<file path="src/rtl/flyback_fault_pkg.sv">
package flyback_fault_pkg;

  typedef enum logic [1:0] {
    ST_OFF   = 2'd0,
    ST_RUN   = 2'd1,
    ST_DRAIN = 2'd2
  } seq_state_e;

  localparam int NUM_FLT = 8;

  typedef enum logic [3:0] {
    FLT_NONE       = 4'd0,
    FLT_CSMIN      = 4'd1,
    FLT_LINE_START = 4'd2,
    FLT_OC         = 4'd3,
    FLT_OVP        = 4'd4,
    FLT_LINE_STOP  = 4'd5,
    FLT_NTC        = 4'd6,
    FLT_DIE_HOT    = 4'd7,
    FLT_CCUV       = 4'd8
  } fault_e;

  // hits[i] stands for code i+1; lowest index wins
  function automatic fault_e pick_fault(input logic [NUM_FLT-1:0] hits);
    fault_e r;
    r = FLT_NONE;
    for (int i = NUM_FLT - 1; i >= 0; i--) begin
      if (hits[i]) r = fault_e'(4'(i + 1));
    end
    return r;
  endfunction

endpackage

</file>
<file path="src/rtl/consec_qual.sv">
module consec_qual #(
  parameter int N = 3
) (
  input  logic clk,
  input  logic rst_n,
  input  logic active,
  input  logic stb,
  input  logic cond,
  output logic qual
);
  localparam int CW = $clog2(N + 1);
  localparam logic [CW-1:0] LAST = CW'(N - 1);

  logic [CW-1:0] cnt;

  assign qual = active & stb & cond & (cnt == LAST);

  always_ff @(posedge clk) begin
    if (!rst_n || !active) begin
      cnt <= '0;
    end else if (stb) begin
      if (!cond)            cnt <= '0;
      else if (cnt != LAST) cnt <= cnt + 1'b1;
    end
  end
endmodule

</file>
<file path="src/rtl/start_checks.sv">
module start_checks #(
  parameter int RUN_WIN = 3
) (
  input  logic clk,
  input  logic rst_n,
  input  logic active,
  input  logic stb,
  input  logic line_run_ok,
  input  logic cs_min_ok,
  output logic csmin_fail,
  output logic start_fail,
  output logic run_seen
);
  localparam int IW = $clog2(RUN_WIN + 1);

  logic [IW-1:0] cyc_idx;
  logic          first_cyc;

  assign first_cyc  = (cyc_idx == '0);
  assign csmin_fail = active & stb & first_cyc & ~cs_min_ok;
  assign start_fail = active & stb & ~run_seen & ~line_run_ok &
                      (cyc_idx == IW'(RUN_WIN - 1));

  always_ff @(posedge clk) begin
    if (!rst_n || !active) begin
      cyc_idx  <= '0;
      run_seen <= 1'b0;
    end else if (stb) begin
      if (cyc_idx != IW'(RUN_WIN)) cyc_idx <= cyc_idx + 1'b1;
      if (line_run_ok)             run_seen <= 1'b1;
    end
  end
endmodule

</file>
<file path="src/rtl/ccuv_timer.sv">
module ccuv_timer #(
  parameter int CCUV_MS = 120
) (
  input  logic clk,
  input  logic rst_n,
  input  logic active,
  input  logic cc_mode,
  input  logic ccuv_low,
  input  logic ms_tick,
  output logic expire
);
  localparam int TW = $clog2(CCUV_MS + 1);
  localparam logic [TW-1:0] LAST = TW'(CCUV_MS - 1);

  logic [TW-1:0] ms_cnt;
  logic          hold;

  assign hold   = active & cc_mode & ccuv_low;
  assign expire = hold & ms_tick & (ms_cnt == LAST);

  always_ff @(posedge clk) begin
    if (!rst_n || !hold) begin
      ms_cnt <= '0;
    end else if (ms_tick && ms_cnt != LAST) begin
      ms_cnt <= ms_cnt + 1'b1;
    end
  end
endmodule

</file>
<file path="src/rtl/flyback_fault_seq.sv">
module flyback_fault_seq
  import flyback_fault_pkg::*;
#(
  parameter int QUAL_CYC  = 3,
  parameter int RUN_WIN   = 3,
  parameter int CCUV_MS   = 120,
  parameter int SKIP_UVLO = 3
) (
  input  logic       clk,
  input  logic       rst_n,
  input  logic       vdd_on,
  input  logic       vdd_low,
  input  logic       cyc_stb,
  input  logic       ovp_hit,
  input  logic       line_run_ok,
  input  logic       line_stop_low,
  input  logic       cs_oc_hit,
  input  logic       cs_min_ok,
  input  logic       ntc_low,
  input  logic       ccuv_low,
  input  logic       die_hot,
  input  logic       cc_mode,
  input  logic       ms_tick,
  output logic       sw_en,
  output logic       bias_run,
  output logic [3:0] fault_code
);
  localparam int NQ = 4;
  localparam int SW = $clog2(SKIP_UVLO + 1);

  seq_state_e    state;
  fault_e        code_q;
  logic          ccuv_latched;
  logic [SW-1:0] skip_cnt;

  logic          active;
  logic          csmin_fail, start_fail, run_seen, ccuv_expire;
  logic [NQ-1:0] q_cond, q_hit;
  logic [NUM_FLT-1:0] hits;
  fault_e        picked;
  logic          fault_take;

  assign active = (state == ST_RUN);

  start_checks #(.RUN_WIN(RUN_WIN)) u_start (
    .clk(clk), .rst_n(rst_n), .active(active), .stb(cyc_stb),
    .line_run_ok(line_run_ok), .cs_min_ok(cs_min_ok),
    .csmin_fail(csmin_fail), .start_fail(start_fail), .run_seen(run_seen)
  );

  // order: over-current, over-voltage, line stop, NTC
  assign q_cond = {ntc_low, line_stop_low & run_seen, ovp_hit, cs_oc_hit};

  genvar g;
  generate
    for (g = 0; g < NQ; g++) begin : g_qual
      consec_qual #(.N(QUAL_CYC)) u_q (
        .clk(clk), .rst_n(rst_n), .active(active), .stb(cyc_stb),
        .cond(q_cond[g]), .qual(q_hit[g])
      );
    end
  endgenerate

  ccuv_timer #(.CCUV_MS(CCUV_MS)) u_ccuv (
    .clk(clk), .rst_n(rst_n), .active(active), .cc_mode(cc_mode),
    .ccuv_low(ccuv_low), .ms_tick(ms_tick), .expire(ccuv_expire)
  );

  assign hits = {ccuv_expire, die_hot & active, q_hit[3], q_hit[2],
                 q_hit[1], q_hit[0], start_fail, csmin_fail};
  assign picked     = pick_fault(hits);
  assign fault_take = active & ~vdd_low & (|hits);

  always_ff @(posedge clk) begin
    if (!rst_n) begin
      state        <= ST_OFF;
      code_q       <= FLT_NONE;
      ccuv_latched <= 1'b0;
      skip_cnt     <= '0;
    end else begin
      unique case (state)
        ST_OFF: begin
          if (vdd_on) begin
            if (ccuv_latched && skip_cnt != SW'(SKIP_UVLO)) begin
              skip_cnt <= skip_cnt + 1'b1;
              state    <= ST_DRAIN;
            end else begin
              ccuv_latched <= 1'b0;
              code_q       <= FLT_NONE;
              state        <= ST_RUN;
            end
          end
        end
        ST_RUN: begin
          if (vdd_low) begin
            state <= ST_OFF;
          end else if (fault_take) begin
            state  <= ST_DRAIN;
            code_q <= picked;
            if (picked == FLT_CCUV) begin
              ccuv_latched <= 1'b1;
              skip_cnt     <= '0;
            end
          end
        end
        ST_DRAIN: begin
          if (vdd_low) state <= ST_OFF;
        end
        default: state <= ST_OFF;
      endcase
    end
  end

  assign sw_en      = (state == ST_RUN);
  assign bias_run   = (state != ST_OFF);
  assign fault_code = code_q;

endmodule

</file>
<file path="config.mk">
export PLATFORM = sky130hd
export DESIGN_NAME = flyback_fault_seq
export DESIGN_NICKNAME = d
export VERILOG_FILES = /design/src/rtl/flyback_fault_pkg.sv /design/src/rtl/consec_qual.sv /design/src/rtl/start_checks.sv /design/src/rtl/ccuv_timer.sv /design/src/rtl/flyback_fault_seq.sv
export SDC_FILE = /design/constraint.sdc
export NUM_CORES = 1
export LEC_CHECK = 0
export BUFFER_PORTS_ARGS = -buffer_cell sky130_fd_sc_hd__buf_2
export CELL_PAD_IN_SITES_DETAIL_PLACEMENT = 1
export CELL_PAD_IN_SITES_GLOBAL_PLACEMENT = 2
export CORE_UTILIZATION = 35
export DETAILED_ROUTE_END_ITERATION = 10
export PLACE_DENSITY = 0.83
export SYNTH_ARGS = -nofsm -noshare
export SYNTH_HDL_FRONTEND = slang
export SYNTH_SLANG_ARGS = --single-unit
</file>
<file path="constraint.sdc">
create_clock -name clk -period 4.4 [get_ports clk]
set_input_delay 0.88 -clock clk [delete_from_list [all_inputs] [get_ports clk]]
set_output_delay 0.88 -clock clk [all_outputs]
set_load 0.05 [all_outputs]
</file>
==> metrics.csv, run 1 <==
metric,value,unit
outcome,"finished, final reports clean",
via/cell ratio,5.25,
share of layout cells above drive strength 1,14.9,%
DP Cell Count,248,
H-tree level count,1,
layout filler cell count,507,
CTS Root Cell,clkbuf_8,
vias in the first global route,1366,
Initial Util,36.6,%
"Reg clk slew, reported paths",0.10,ns
Final period util,49.3,%
first-pass GRT wire length,6030,um
Die H,66.6,um
routability cong.,0.751,
GRT Total Usage,17.6,%
clock power share,31.4,%
Antenna Cells,0,
Seq pwr share,55.3,%
Slew @ Worst Pin,0.437,ns
most frequent cells in the layout,"27 x nor2_1, 27 x dfxtp_1, 21 x nand2_1",
number of failing hold endpoints at the final stage,0,
Hold WC Path Type,reg -> reg,
Layout area overhead,13.5,%
mapped cell area,1460,um2
Power Dens Cells,274,nW/um2
die width,66.6,um
Max Fclk,461,MHz
Mapped Cells,181,
Ys Warns,0,
clock skew,0.00451,ns
MaxCap Viol Count,0,
Hold Buf Count CTS,0,
fin nets,227,
cell row count,23,
DP Wirelength,2830,um
hold depth,2,
Crit path required time,4.56,ns
router iterations before antenna repair,4,
Max Transition Viols Final,0,
max_slew headroom,70.7,%
met1 Use GR,22.0,%
Worst EP arrival,2.33,ns
critical path class,in -> reg,
net switching power,0.125,mW
Layout Cells excl Fill,252,
R2R depth,6,
max incr delay on CP,0.58,ns
ANT nets after route,0,
largest net degree at the start of global routing,16,
min cycle time layout,2.17,ns
CP Cell Sequence,"buf_2, nand3b_1, o22ai_1, or4b_1, o21ai_1, a31oi_1",
Net Sw Frac,27.4,%
synth unique cells,41,
DRC Markers,0,
leak pwr,0.658,nW
initial antenna violation count,0,
clock latency at the later pin of the worst-skew pair,0.27,ns
Worst Setup Start Kind,input pin,
TritonCTS clock tree,yes,
Placeable Area,4000,um2
routed len/inst,13.9,um
Resized Gates After CTS,0,
RSZ-0062 raised after global routing,no,
Syn Area/Cell,8.08,um2
gr busiest metal,met2,
internal power,0.331,mW
R2R Path Start,u_ccuv.ms_cnt[0],
CTS sink count,27,
first-iteration detailed-routing DRC count,46,
peak supply drop,0.112,mV
M2 GR Usage,30.3,%
syn_nets,205,
Vias,1324,
die area,4440,um2
Synth Register Bits,27,
Post-Route WL,3510,um
number of top-level pins,21,
final-report setup violation count,0,
total gr overflow,0,
post-CTS setup buffer count,0,
reg2reg end,skip_cnt[0],
GR Util met3,2.91,%
crit path launch,cyc_stb,
worst reg2reg setup slack,2.36,ns
CTS Buffer Depth,2,
Setup TNS,0,ns
I/O Buffers,20,
hold_sp,fault_code[1],
Worst setup EP type,flip-flop,
CP max stage cell,or4b_1,
Logic pwr share,13.3,%
Hold EP,fault_code[1],
register area share after synthesis,37.0,%
Max Fanout on Critical Path,13,
cts bufs inserted,3,
-- kinds of logic after synthesis --
| logic type | Yosys count | share of synthesized area [%] |
|---|---|---|
| adders and majority gates | 9 | 7.70 |
| DFF | 27 | 37.0 |
| buffers and inverters | 16 | 4.11 |
| xor gates and xnor gates | 6 | 3.59 |
| muxes | 4 | 2.74 |
| AOI/OAI and AO/OA | 38 | 16.8 |
| and+or+nand+nor | 81 | 28.1 |
-- registers in the layout, indices dropped and copies added, names as in the netlist --
signal / flops
g_qual.u_q.cnt: 8
u_ccuv.ms_cnt: 7
fault_code: 4
skip_cnt: 2
state: 2
u_start.cyc_idx: 2
ccuv_latched: 1
u_start.run_seen: 1
-- power groups by stage --
stage | registers [mW] | logic (mW) | clock network [mW]
floorplan | 0.258 | 0.0400 | 0
global placement | 0.257 | 0.0597 | 0
detailed placement | 0.258 | 0.0609 | 0
global route | 0.252 | 0.0678 | 0.160
finish | 0.252 | 0.0608 | 0.143
CTS | 0.252 | 0.0611 | 0.149
-- area by class of cell --
type                    count  area (um2)  area share (%)
inverters                  13        48.8            2.94
multi-input cells         138         862            51.9
clock inverters             1        5.00           0.301
clock buffers               3        41.3            2.49
flip-flops and latches     27         541            32.6
well taps                  50        62.6            3.77
repair buffers             20         100            6.03
-- metal layers --
| layer | share of wire [%] | vias up |
|---|---|---|
| met2 | 49 | 17 |
| met5 | 0 | - |
| met4 | 1.1 | 0 |
| met1 | 47 | 623 |
| li1 | - | 680 |
| met3 | 2.6 | 4 |
-- through the flow --
step | cell area, um2 | power (mW) | utilization (%) | setup WS, ns | hold WS, ns
after floorplan | 1460 | 0.298 | - | 2.28 | 0.438
after global placement | 1610 | 0.317 | 40.4 | 2.00 | 0.448
after detailed placement | 1610 | 0.318 | 40.4 | 1.94 | 0.450
after CTS | 1660 | 0.462 | 41.5 | 2.22 | 0.464
after global routing | 1660 | 0.480 | 41.5 | 2.13 | 0.504
final | 1660 | 0.456 | 41.5 | 2.23 | 0.462
-- worst max-delay path, delay by kind of cell --
family,cells,cell delay [ns]
compound gates,3,0.47
buf+inv,1,0.17
simple gates,2,0.80
-- synth_stat cells, drive strengths merged --
| cell | count | area share [%] |
|---|---|---|
| dfxtp | 27 | 37 |
| nor2 | 27 | 6.9 |
| nand2 | 21 | 5.4 |
| a21oi | 13 | 4.4 |
| inv | 13 | 3.3 |
| ha | 9 | 7.7 |
| nor3 | 8 | 2.7 |
| nand3 | 7 | 2.4 |
| o21ai | 7 | 2.4 |
| mux2i | 4 | 2.7 |
| xnor2 | 4 | 2.4 |
| a31oi | 3 | 1.3 |
| clkbuf | 3 | 0.77 |
| nand2b | 3 | 1.8 |
| a21boi | 2 | 1.0 |
| nand4 | 2 | 0.86 |
| nand4b | 2 | 1.2 |
| o211a | 2 | 1.4 |
| o21a | 2 | 1.0 |
| o22ai | 2 | 0.86 |
| or3 | 2 | 0.86 |
| or3b | 2 | 1.2 |
| xor2 | 2 | 1.2 |
| a22oi | 1 | 0.51 |
| and3 | 1 | 0.43 |
| and4b | 1 | 0.68 |
| nand3b | 1 | 0.51 |
| nor3b | 1 | 0.51 |
| nor4 | 1 | 1.5 |
| o2111ai | 1 | 0.60 |
| o211ai | 1 | 0.86 |
| o221ai | 1 | 0.60 |
| o2bb2ai | 1 | 0.60 |
| o32ai | 1 | 0.60 |
| o41ai | 1 | 0.60 |
| or2b | 1 | 0.51 |
| or4b | 1 | 0.68 |
-- worst max-delay path by stage --
| stage | slack (ns) | to |
|---|---|---|
| floorplan | 2.28 | skip_cnt[1] |
| global placement | 2.00 | fault_code[0] |
| detailed placement | 1.94 | skip_cnt[0] |
| CTS | 2.22 | sw_en |
| global route | 2.13 | fault_code[3] |
| finish | 2.23 | skip_cnt[0] |
Note: power is estimated with default switching activity, not from simulation.
==> run 2, diff against run 1 <==
- CORE_UTILIZATION: 35 -> 33
- PLACE_DENSITY: 0.83 -> 0.79
- clock period: 4.4 -> 2.3 ns (I/O delays scaled with it)
==> metrics.csv, run 2 (same netlist as run 1, synthesis figures left out) <==
metric,value,unit,change
outcome,"finished, final reports clean",,
min cycle time layout,2.11,ns,
"Reg clk slew, reported paths",0.09,ns,about the same
vias in the first global route,1310,,-4.1%
leak pwr,0.659,nW,+0.23%
routability cong.,0.732,,-2.5%
worst setup margin,0.189,ns,-2.04 ns
CP bufs+invs,1,,unchanged
DP Wirelength,2890,um,+2.1%
clock latency at the later pin of the worst-skew pair,0.27,ns,about the same
CTS Buffer Depth,2,,unchanged
CP max stage cell,o41ai_1,,
clock skew,0.00234,ns,-0.00217 ns
Antenna Cells,0,,unchanged
Layout area overhead,13.9,%,
Hold Buf Count CTS,0,,unchanged
first-iteration detailed-routing DRC count,30,,-35%
Hold WC Path Type,in -> reg,,
fin nets,228,,+0.44%
RSZ-0062 raised after global routing,no,,
largest net degree at the start of global routing,15,,-1
Placeable Area,4120,um2,+2.9%
Worst EP arrival,2.30,ns,-0.03 ns
Power Dens Cells,522,nW/um2,+90%
I/O Buffers,20,,unchanged
routed len/inst,14.2,um,+1.5%
critical path's top delay family,compound AO/OA/AOI/OAI gates,,
Crit path required time,2.49,ns,-2.07 ns
PnR Total Power,0.870,mW,+91%
Setup TNS,0,ns,unchanged
cell row count,23,,unchanged
cts bufs inserted,3,,unchanged
Max Fclk,474,MHz,
first-pass GRT wire length,5820,um,-3.5%
TritonCTS clock tree,yes,,
Worst Setup Start Kind,flip-flop,,
die area,4700,um2,+5.9%
via/cell ratio,5.30,,+0.81%
Max Transition Viols Final,0,,unchanged
Slew @ Worst Pin,0.436,ns,-0.00101 ns
Post-Route WL,3580,um,+1.9%
post-CTS setup buffer count,0,,unchanged
Initial Util,35.5,%,-1.0 points
CTS Root Cell,clkbuf_8,,
Vias,1340,,+1.2%
Max Fanout on Critical Path,4,,-9
H-tree level count,1,,unchanged
max incr delay on CP,0.47,ns,-0.11 ns
most frequent cells in the layout,"27 x nor2_1, 27 x dfxtp_1, 21 x nand2_1",,
number of failing hold endpoints at the final stage,0,,unchanged
peak supply drop,0.384,mV,+240%
Die H,68.6,um,+2.9%
DRC Markers,0,,unchanged
Resized Gates After CTS,0,,unchanged
Worst setup EP type,flip-flop,,
total gr overflow,0,,unchanged
GRT Total Usage,16.8,%,-0.78 points
number of top-level pins,21,,unchanged
max_slew headroom,70.7,%,about the same
MaxCap Viol Count,0,,unchanged
Largest register FFs,8,,unchanged
final-report setup violation count,0,,unchanged
dpl ws,0.183,ns,-1.75 ns
largest register by flop count,g_qual.u_q.cnt,,
ANT nets after route,0,,unchanged
CP Cell Sequence,"inv_1, ha_1, and3_1, o21a_1, o41ai_1, nand2_1, mux2i_1",,
critical path class,reg -> reg,,
router iterations before antenna repair,4,,unchanged
die width,68.6,um,+2.9%
initial antenna violation count,0,,unchanged
share of layout cells above drive strength 1,14.8,%,-0.073 points
CTS sink count,27,,unchanged
Final period util,91.8,%,
-- run 2: cell count changes in the layout (fill, tap and decap cells not counted), sizes merged --
cell,change
buf,+1
clkbuf,+1
clkinv,-1
-- run 2: area by class of cell --
| type | instances | area (um2) |
|---|---|---|
| sequential | 27 | 541 |
| timing repair buffer | 21 | 108 |
| fill | 526 | 2450 |
| tap | 50 | 62.6 |
| clock buffer | 4 | 45.0 |
| multi-input combinational | 138 | 862 |
| inverter | 13 | 48.8 |
-- run 2: power by group --
part	switching [mW]	total, mW	internal, mW
logic	0.0806	0.120	0.0393
clock network	0.145	0.269	0.124
registers	0.00841	0.482	0.473
total	0.234	0.870	0.637
-- run 2: worst paths after layout --
check,startpoint,end,slack [ns],depth (start not counted)
setup / recovery,g_qual[3].u_q.cnt[0],fault_code[1],0.19,7
hold / removal,line_run_ok,u_start.run_seen,0.46,3
setup reg to reg,g_qual[3].u_q.cnt[0],fault_code[1],0.19,7
hold reg to reg,fault_code[3],fault_code[3],0.46,2
-- run 2: layer usage --
layer	vias to the layer above	track usage (%)	share of wire, %
met1	640	18.0	44
met5	-	0	0
met2	14	31.9	52
met4	0	5.47	1.2
met3	4	3.95	2.8
li1	682	-	-
-- run 2: metrics by stage --
stage	instance area (um2)	hold slack, ns	util [%]	std cells
after CTS	1670	0.445	40.5	253
after global placement	1620	0.444	39.4	249
final	1670	0.457	40.5	253
after floorplan	1460	0.438	-	181
after detailed placement	1620	0.453	39.4	249
after global routing	1670	0.469	40.5	253
-- run 2: worst reg2reg max path: stages, from the launching register on --
cell and delay (ns):
dfxtp_1 0.37, inv_1 0.06, ha_1 0.24, and3_1 0.22, o21a_1 0.20, o41ai_1 0.47
nand2_1 0.26, mux2i_1 0.24
==> run 3, diff against run 2 <==
- CAP_MARGIN: not set -> 20
- REMOVE_ABC_BUFFERS: not set -> 1
==> metrics.csv, run 3 (same netlist as run 1, synthesis figures left out) <==
metric,value,unit,change
outcome,"finished, final reports clean",,
Worst EP arrival,2.20,ns,-0.10 ns
Slew @ Worst Pin,0.441,ns,+0.00514 ns
ANT nets after route,0,,unchanged
GRT Total Usage,17.1,%,+0.26 points
H-tree level count,1,,unchanged
max_slew headroom,70.4,%,-0.35 points
max incr delay on CP,0.58,ns,+0.11 ns
MaxCap Viol Count,0,,unchanged
post-CTS setup buffer count,0,,unchanged
number of failing hold endpoints at the final stage,0,,unchanged
Worst setup EP type,flip-flop,,
largest register by flop count,g_qual.u_q.cnt,,
Layout area overhead,14.5,%,
Power Dens Cells,527,nW/um2,+0.98%
final-report setup violation count,0,,unchanged
number of top-level pins,21,,unchanged
Max Fanout on Critical Path,4,,unchanged
via/cell ratio,5.27,,-0.45%
Hold Buf Count CTS,0,,unchanged
TritonCTS clock tree,yes,,
routed len/inst,14.1,um,-0.20%
"Reg clk slew, reported paths",0.10,ns,about the same
R2R depth,7,,unchanged
cts bufs inserted,3,,unchanged
fin nets,228,,unchanged
min cycle time layout,2.02,ns,-0.0896 ns
CTS sink count,27,,unchanged
Setup TNS,0,ns,unchanged
Worst Setup Start Kind,flip-flop,,
leak pwr,0.670,nW,+1.7%
Critical Path Stages,7,,unchanged
Initial Util,35.5,%,unchanged
RSZ-0062 raised after global routing,no,,
Resized Gates After CTS,0,,unchanged
largest net degree at the start of global routing,16,,+1
first-iteration detailed-routing DRC count,34,,+13%
Crit path required time,2.47,ns,-0.02 ns
router iterations before antenna repair,4,,unchanged
die area,4700,um2,unchanged
CP Cell Sequence,"inv_1, ha_1, and3_1, o21a_1, or4b_1, o21ai_1, a31oi_1",,
share of layout cells above drive strength 1,15.8,%,+0.99 points
I/O Buffers,20,,unchanged
R2R Path Start,g_qual[3].u_q.cnt[0],,
crit path launch,g_qual[3].u_q.cnt[0],,
Placeable Area,4120,um2,unchanged
first-pass GRT wire length,5840,um,+0.36%
Die H,68.6,um,unchanged
Final period util,87.9,%,-3.9 points
vias in the first global route,1296,,-1.1%
critical path's top delay family,simple AND/OR/NAND/NOR gates,,
die width,68.6,um,unchanged
DRC Markers,0,,unchanged
cell row count,23,,unchanged
Hold WC Path Type,in -> reg,,
Post-Place Cell Area,1620,um2,unchanged
worst reg2reg setup slack,0.28,ns,+0.09 ns
Vias,1334,,-0.45%
Antenna Cells,0,,unchanged
Largest register FFs,8,,unchanged
Post-Route WL,3570,um,-0.20%
CP bufs+invs,1,,unchanged
CP max stage cell,or4b_1,,
peak supply drop,0.213,mV,-45%
reg2reg end,skip_cnt[0],,
crit path to,skip_cnt[0],,
Max Fclk,495,MHz,+4.4%
total gr overflow,0,,unchanged
routability cong.,0.759,,+3.7%
most frequent cells in the layout,"27 x nor2_1, 27 x dfxtp_1, 21 x nand2_1",,
initial antenna violation count,0,,unchanged
clock latency at the later pin of the worst-skew pair,0.28,ns,about the same
DP Wirelength,2800,um,-3.0%
Max Transition Viols Final,0,,unchanged
Finished Cell Area,1680,um2,+0.53%
CTS Root Cell,clkbuf_8,,
critical path class,reg -> reg,,
clock skew,0.00373,ns,+0.00139 ns
CTS Buffer Depth,2,,unchanged
-- run 3: tightest hold or removal path: stages --
cell     delay, ns
buf_2         0.10
a21oi_1       0.06
nor2_1        0.07
-- run 3: where the power goes --
| part | internal, mW | leakage [nW] | switching [mW] |
|---|---|---|---|
| registers | 0.473 | 0.218 | 0.00795 |
| logic | 0.0395 | 0.427 | 0.0802 |
| clock network | 0.122 | 0.0255 | 0.161 |
-- run 3: worst min path at each step --
stage | start | endpoint | depth (start not counted)
2_1_floorplan | skip_cnt[0] | skip_cnt[0] | 1
3_3_place_gp | fault_code[0] | fault_code[0] | 2
3_5_place_dp | fault_code[3] | fault_code[3] | 2
4_1_cts | line_run_ok | u_start.run_seen | 3
5_1_grt | line_run_ok | u_start.run_seen | 3
6_report | line_run_ok | u_start.run_seen | 3
-- run 3: routing by layer --
layer	share of wire, %	vias up	wire [um]	track usage (%)
met2	52	14	1860	32.1
met4	0.81	0	29	6.25
li1	-	682	-	-
met1	44	634	1590	18.9
met5	0	-	0	0
met3	2.7	4	96	2.96
-- run 3: cell type report --
type	count	area [um2]
multi-input combinational	138	870
fill	508	2440
inverter	13	48.8
sequential	27	541
timing repair buffer	21	108
clock buffer	3	41.3
clock inverter	1	5.00
tap	50	62.6
-- run 3: per-stage QoR --
step	power, mW	setup WS [ns]	cells	hold WS [ns]	util, %
detailed placement	0.611	0.223	249	0.451	39.4
floorplan	0.565	0.448	178	0.437	-
finish	0.884	0.279	253	0.442	40.7
global route	0.932	0.120	253	0.463	40.7
CTS	0.901	0.225	253	0.438	40.5
global placement	0.607	0.347	249	0.443	39.4
